--- src/rtl/arb2_pkg.sv ---
package arb2_pkg;

    localparam int unsigned NUM_CLIENTS = 2;
    localparam int unsigned CID_W       = $clog2(NUM_CLIENTS);

    typedef logic [CID_W-1:0] cid_t;

    // Per-client handshake progress
    typedef struct packed {
        logic waiting;   // request seen, not yet granted
        logic owns;      // granted, done not yet seen
    } client_st_t;

    // Events sampled this cycle for one client
    typedef struct packed {
        logic req;
        logic done;
    } client_ev_t;

    // Arbitration decision
    typedef struct packed {
        logic fire;
        cid_t who;
    } grant_dec_t;

    function automatic cid_t other_client(input cid_t c);
        return cid_t'(~c);
    endfunction

    function automatic logic breaks_protocol(input client_st_t s, input client_ev_t e);
        return (e.req & s.waiting) | (e.done & ~s.owns);
    endfunction

endpackage

--- src/rtl/arb2_toggle_detect.sv ---
module arb2_toggle_detect #(
    parameter int unsigned WIDTH = 2
) (
    input  logic             clk_i,
    input  logic             rst_i,
    input  logic [WIDTH-1:0] level_i,
    output logic [WIDTH-1:0] event_o
);

    logic [WIDTH-1:0] level_q;

    always_ff @(posedge clk_i) begin
        if (rst_i) begin
            level_q <= '0;
        end else begin
            level_q <= level_i;
        end
    end

    // A change against the last sampled level is one event
    assign event_o = level_i ^ level_q;

endmodule

--- src/rtl/arb2_client_track.sv ---
module arb2_client_track
    import arb2_pkg::*;
(
    input  logic       clk_i,
    input  logic       rst_i,
    input  client_ev_t ev_i,
    input  logic       take_i,
    input  logic       freeze_i,
    output client_st_t st_o,
    output logic       viol_o
);

    client_st_t st_q, st_d;

    always_comb begin
        viol_o = breaks_protocol(st_q, ev_i);
        st_d   = st_q;
        if (take_i) begin
            st_d.waiting = 1'b0;
            st_d.owns    = 1'b1;
        end else begin
            if (ev_i.done) st_d.owns    = 1'b0;
            if (ev_i.req)  st_d.waiting = 1'b1;
        end
    end

    always_ff @(posedge clk_i) begin
        if (rst_i) begin
            st_q <= '0;
        end else if (!freeze_i) begin
            st_q <= st_d;
        end
    end

    assign st_o = st_q;

endmodule

--- src/rtl/arb2_grant_pick.sv ---
module arb2_grant_pick
    import arb2_pkg::*;
(
    input  logic                   clk_i,
    input  logic                   rst_i,
    input  logic [NUM_CLIENTS-1:0] waiting_i,
    input  logic [NUM_CLIENTS-1:0] owns_i,
    input  logic                   enable_i,
    output grant_dec_t             dec_o,
    output cid_t                   favour_o
);

    cid_t favour_q;

    always_comb begin
        dec_o.fire = enable_i & ~(|owns_i) & (|waiting_i);
        if (&waiting_i) begin
            dec_o.who = favour_q;
        end else begin
            dec_o.who = waiting_i[1] ? cid_t'(1) : cid_t'(0);
        end
    end

    // Round-robin pointer: the loser of the last grant is favoured next
    always_ff @(posedge clk_i) begin
        if (rst_i) begin
            favour_q <= cid_t'(0);
        end else if (dec_o.fire) begin
            favour_q <= other_client(dec_o.who);
        end
    end

    assign favour_o = favour_q;

endmodule

--- src/rtl/arb2_rgd_arbiter.sv ---
module arb2_rgd_arbiter
    import arb2_pkg::*;
(
    input  logic                   clk_i,
    input  logic                   rst_i,
    input  logic [NUM_CLIENTS-1:0] req_i,
    input  logic [NUM_CLIENTS-1:0] done_i,
    output logic [NUM_CLIENTS-1:0] grant_o,
    output logic                   proto_err_o
);

    logic [NUM_CLIENTS-1:0] req_ev, done_ev;
    logic [NUM_CLIENTS-1:0] waiting_v, owns_v, viol_v, take_v;
    logic                   err_q, freeze;
    logic [NUM_CLIENTS-1:0] gnt_q;
    grant_dec_t             dec;
    cid_t                   favour;

    arb2_toggle_detect #(.WIDTH(NUM_CLIENTS)) req_det_i (
        .clk_i   (clk_i),
        .rst_i   (rst_i),
        .level_i (req_i),
        .event_o (req_ev)
    );

    arb2_toggle_detect #(.WIDTH(NUM_CLIENTS)) done_det_i (
        .clk_i   (clk_i),
        .rst_i   (rst_i),
        .level_i (done_i),
        .event_o (done_ev)
    );

    assign freeze = err_q | (|viol_v);

    for (genvar i = 0; i < NUM_CLIENTS; i++) begin : g_client
        client_ev_t cev;
        client_st_t cst;

        assign cev.req   = req_ev[i];
        assign cev.done  = done_ev[i];
        assign take_v[i] = dec.fire && (dec.who == cid_t'(i));

        arb2_client_track track_i (
            .clk_i    (clk_i),
            .rst_i    (rst_i),
            .ev_i     (cev),
            .take_i   (take_v[i]),
            .freeze_i (freeze),
            .st_o     (cst),
            .viol_o   (viol_v[i])
        );

        assign waiting_v[i] = cst.waiting;
        assign owns_v[i]    = cst.owns;

        always_ff @(posedge clk_i) begin
            if (rst_i) begin
                gnt_q[i] <= 1'b0;
            end else if (take_v[i]) begin
                gnt_q[i] <= ~gnt_q[i];
            end
        end
    end

    arb2_grant_pick pick_i (
        .clk_i     (clk_i),
        .rst_i     (rst_i),
        .waiting_i (waiting_v),
        .owns_i    (owns_v),
        .enable_i  (~freeze),
        .dec_o     (dec),
        .favour_o  (favour)
    );

    always_ff @(posedge clk_i) begin
        if (rst_i) begin
            err_q <= 1'b0;
        end else if (|viol_v) begin
            err_q <= 1'b1;
        end
    end

    assign grant_o     = gnt_q;
    assign proto_err_o = err_q;

endmodule

--- config.mk ---
export PLATFORM = sky130hd
export DESIGN_NAME = arb2_rgd_arbiter
export DESIGN_NICKNAME = d
export VERILOG_FILES = /design/src/rtl/arb2_pkg.sv /design/src/rtl/arb2_toggle_detect.sv /design/src/rtl/arb2_client_track.sv /design/src/rtl/arb2_grant_pick.sv /design/src/rtl/arb2_rgd_arbiter.sv
export SDC_FILE = /design/constraint.sdc
export NUM_CORES = 1
export LEC_CHECK = 0
export BUFFER_PORTS_ARGS = -buffer_cell sky130_fd_sc_hd__buf_4
export CELL_PAD_IN_SITES_DETAIL_PLACEMENT = 1
export CELL_PAD_IN_SITES_GLOBAL_PLACEMENT = 1
export CORE_AREA = 4 4 43 45
export DETAILED_ROUTE_END_ITERATION = 10
export DIE_AREA = 0 0 47 49
export PLACE_DENSITY = 0.66
export SLEW_MARGIN = 20
export SYNTH_ARGS = -nofsm -noshare
export SYNTH_HDL_FRONTEND = slang
export SYNTH_SLANG_ARGS = --single-unit
--- constraint.sdc ---
create_clock -name clk_i -period 2.1 [get_ports clk_i]
set_input_delay 0.105 -clock clk_i [delete_from_list [all_inputs] [get_ports clk_i]]
set_output_delay 0.105 -clock clk_i [all_outputs]
set_load 0.02 [all_outputs]
==> results.md <==
* Status: finished clean
* DRT Wirelength at 1.17 mm
* Slew Limit Fails at 0
* Final TNS setup at 0 ns
* Synth Area per Inst at 9.50 sq um
* CTS tree: built
* Clock root buffer: clkbuf_4
* WP data required at 2.27 ns
* Post-cts hold buffer count at 0
* Vias in the first global route at 460
* Family with the most delay on the worst path: compound AO/OA/AOI/OAI gates
* Syn nets at 63
* Synthesized area at 542 sq um
* Longest Clk Path Bufs at 2
* Post-CTS Setup Inserts at 0
* PwrDens at 719 nW/um^2
* Post-DP HPWL at 817 um
* Clock slew at reported path FFs at 0.07 ns
* Grt ovf at 0
* Antenna viol nets, final at 0
* Worst reg-to-reg setup slack at 0.42 ns
* WP depth at 5
* Worst-case clock skew at 0.00320 ns
* Crit path to: grant_o[1]
* Post-CTS sizing at 0
* GPL Wtd Cong at 0.681
* Cell taking the most area after synthesis: dfxtp_1
* Setup crit start kind: register
* Async SR Flop Fraction at 0%
* Mapped Cells at 57
* Die Span X at 47 um
* First-pass GRT wire length at 1.96 mm
* Crit path capture type: register
* Fmax at 595 MHz
* Die area at 2300 sq um
* Synth Area in XOR/XNOR at 7.85%
* Final core occ at 42.8%
* Cell Chain, Critical Path: xnor2_2 -> a2bb2oi_2 -> and3_1 -> o2111ai_2 -> mux2_4
* I/O Buffers at 8
* Post-Synth Adder-Cell Area at 0%
* Largest net degree at the start of global routing at 15
* Row cnt at 14
* Total CTS buffers at 3
* Post-synthesis cell type count at 24
* Setup ws final at 0.421 ns
* Total number of vias at 441
* Max-slew headroom at 68.6%
* Top FF cell, synth: dfxtp_1
* H-tree Lvls at 1
* GR Util All Layers at 12.1%
* Sequential share of the synthesized area at 44.3%
* Crit-path max cell delay at 0.34 ns
* Ys Warns at 0
* Reg-to-reg endpoint: grant_o[1]
* Worst Hold Launch: done_i[0]
* Setup crit start: done_det_i.level_q[1]
* Most common cell in the netlist: dfxtp_1
* Fin crit share at 80.0%
* Crit path DAT at 1.85 ns
* Yosys reg bits at 12
* Drt drc at 0
* Worst-margin pin slew at 0.470 ns
* WS Path Type: register to register
* Routed len/inst at 14.3 um
* Critical Path Fanout Max at 7
* Mux share of post-synthesis cell area at 2.77%
* Worst Hold Margin at 0.0570 ns
* Layout cell share with drive strength beyond 1 at 28.8%
* Synth Area in Compound Gates at 21.5%
* Initial Util at 36.8%
* Max-Cap Viols at 0
* Top Ports at 9
* Crit-path slowest cell: and3_1
* Min-delay worst type: input pin to register
* Endpoints failing hold at 0
* Die Height at 49 um
* Crit path buffers/inverters at 0
* Core Box Area at 1470 sq um
* Area added between synthesis and finish at 16.2%
* Final setup fails at 0
* DP Worst Slack at 0.446 ns
* Diode count at 0
* R2r startpoint: done_det_i.level_q[1]
* Post-Synth Simple-Gate Area at 18.0%
* Initial antenna violation count at 0
* Area share of the largest cell type after synthesis at 44.3%
* Leakage at 0.244 nW
* Final nets at 74
* Initial DRC Count at 6
* EDFF count, synth at 0
* Drt first pass iters at 4
* Skew-Pair Late Insertion Delay at 0.28 ns
* R2R depth at 5
* Vias/cell at 5.38
* Max IR drop VDD at 0.394 mV
* Largest family of logic cells by synthesized area: compound AO/OA/AOI/OAI gates
* Commonest cells in the synthesized netlist: 12 x dfxtp_1, 6 x a21oi_1, 5 x nor2b_1
* Unrepaired setup endpoints after global routing: no
* Synth area leaders: dfxtp_1 44%, nor2b_1 5.8%, a21oi_1 5.5%, o21ai_0 3.7%, a31o_2 3.2%
* Period minus WS final at 1.68 ns
* Sink Count at 12
==> cells in the final DEF (no fill, tap or decap), drive strengths merged <==
cell type,count
dfxtp,12
buf,8
a21oi,6
nor2b,5
inv,4
nor2,4
o21ai,4
clkbuf,3
xor2,2
nand2,2
nand3,2
a31o,2
xnor2,2
o21ba,1
a2bb2oi,1
and3,1
o2111ai,1
and2,1
a311oi,1
nand4b,1
mux2,1
nand4,1
nor3,1
==> area by class of cell <==
cell class | instances | area [sq um]
timing repair buffer | 8 | 60.1
multi-input combinational | 39 | 272
clock buffer | 3 | 22.5
inverter | 4 | 15.0
fill | 188 | 842
tap | 16 | 20.0
sequential | 12 | 240
==> through the flow <==
| step | instances | power, mW | area [sq um] |
|---|---|---|---|
| after floorplan | 57 | 0.296 | 542 |
| after global placement | 79 | 0.314 | 607 |
| after detailed placement | 79 | 0.315 | 607 |
| after CTS | 82 | 0.457 | 629 |
| after global routing | 82 | 0.476 | 629 |
| final | 82 | 0.453 | 629 |
==> worst min path at each step <==
stage / end / slack (ns) / cells after the start
3_3_place_gp: req_det_i.level_q[1] / 0.33 / 2
4_1_cts: done_det_i.level_q[0] / 0.06 / 2
3_5_place_dp: req_det_i.level_q[0] / 0.34 / 2
2_1_floorplan: done_det_i.level_q[0] / 0.23 / 1
5_1_grt: done_det_i.level_q[0] / 0.07 / 2
6_report: done_det_i.level_q[0] / 0.06 / 2
==> state kept, by name, indices dropped and copies added (netlist names) <==
signal,flops
proto_err_o,1
pick_i.favour_o,1
done_det_i.level_q,2
g_client.track_i.st_o,4
req_det_i.level_q,2
grant_o,2
==> cells by family (layout without fill, tap and decap cells) <==
family | count (synthesis) | count (layout)
simple gates | 18 | 18
flops | 12 | 12
compound gates | 16 | 16
xor+xnor | 4 | 4
buf+inv | 6 | 15
mux | 1 | 1
==> per-layer routing <==
metal	share of wire (%)	GRT usage [%]	up-vias	wire (um)
met5	0	0	-	0
met4	4.9	11.1	0	57
met3	4.5	2.58	7	53
met2	46	16.5	11	536
met1	45	14.9	205	523
li1	-	-	218	-
==> report_power, final <==
part | internal [mW] | switching (mW)
clock | 0.0665 | 0.0758
combinational | 0.0301 | 0.0349
sequential | 0.238 | 0.00791
total | 0.334 | 0.119
(Power assumes the default switching activity.)
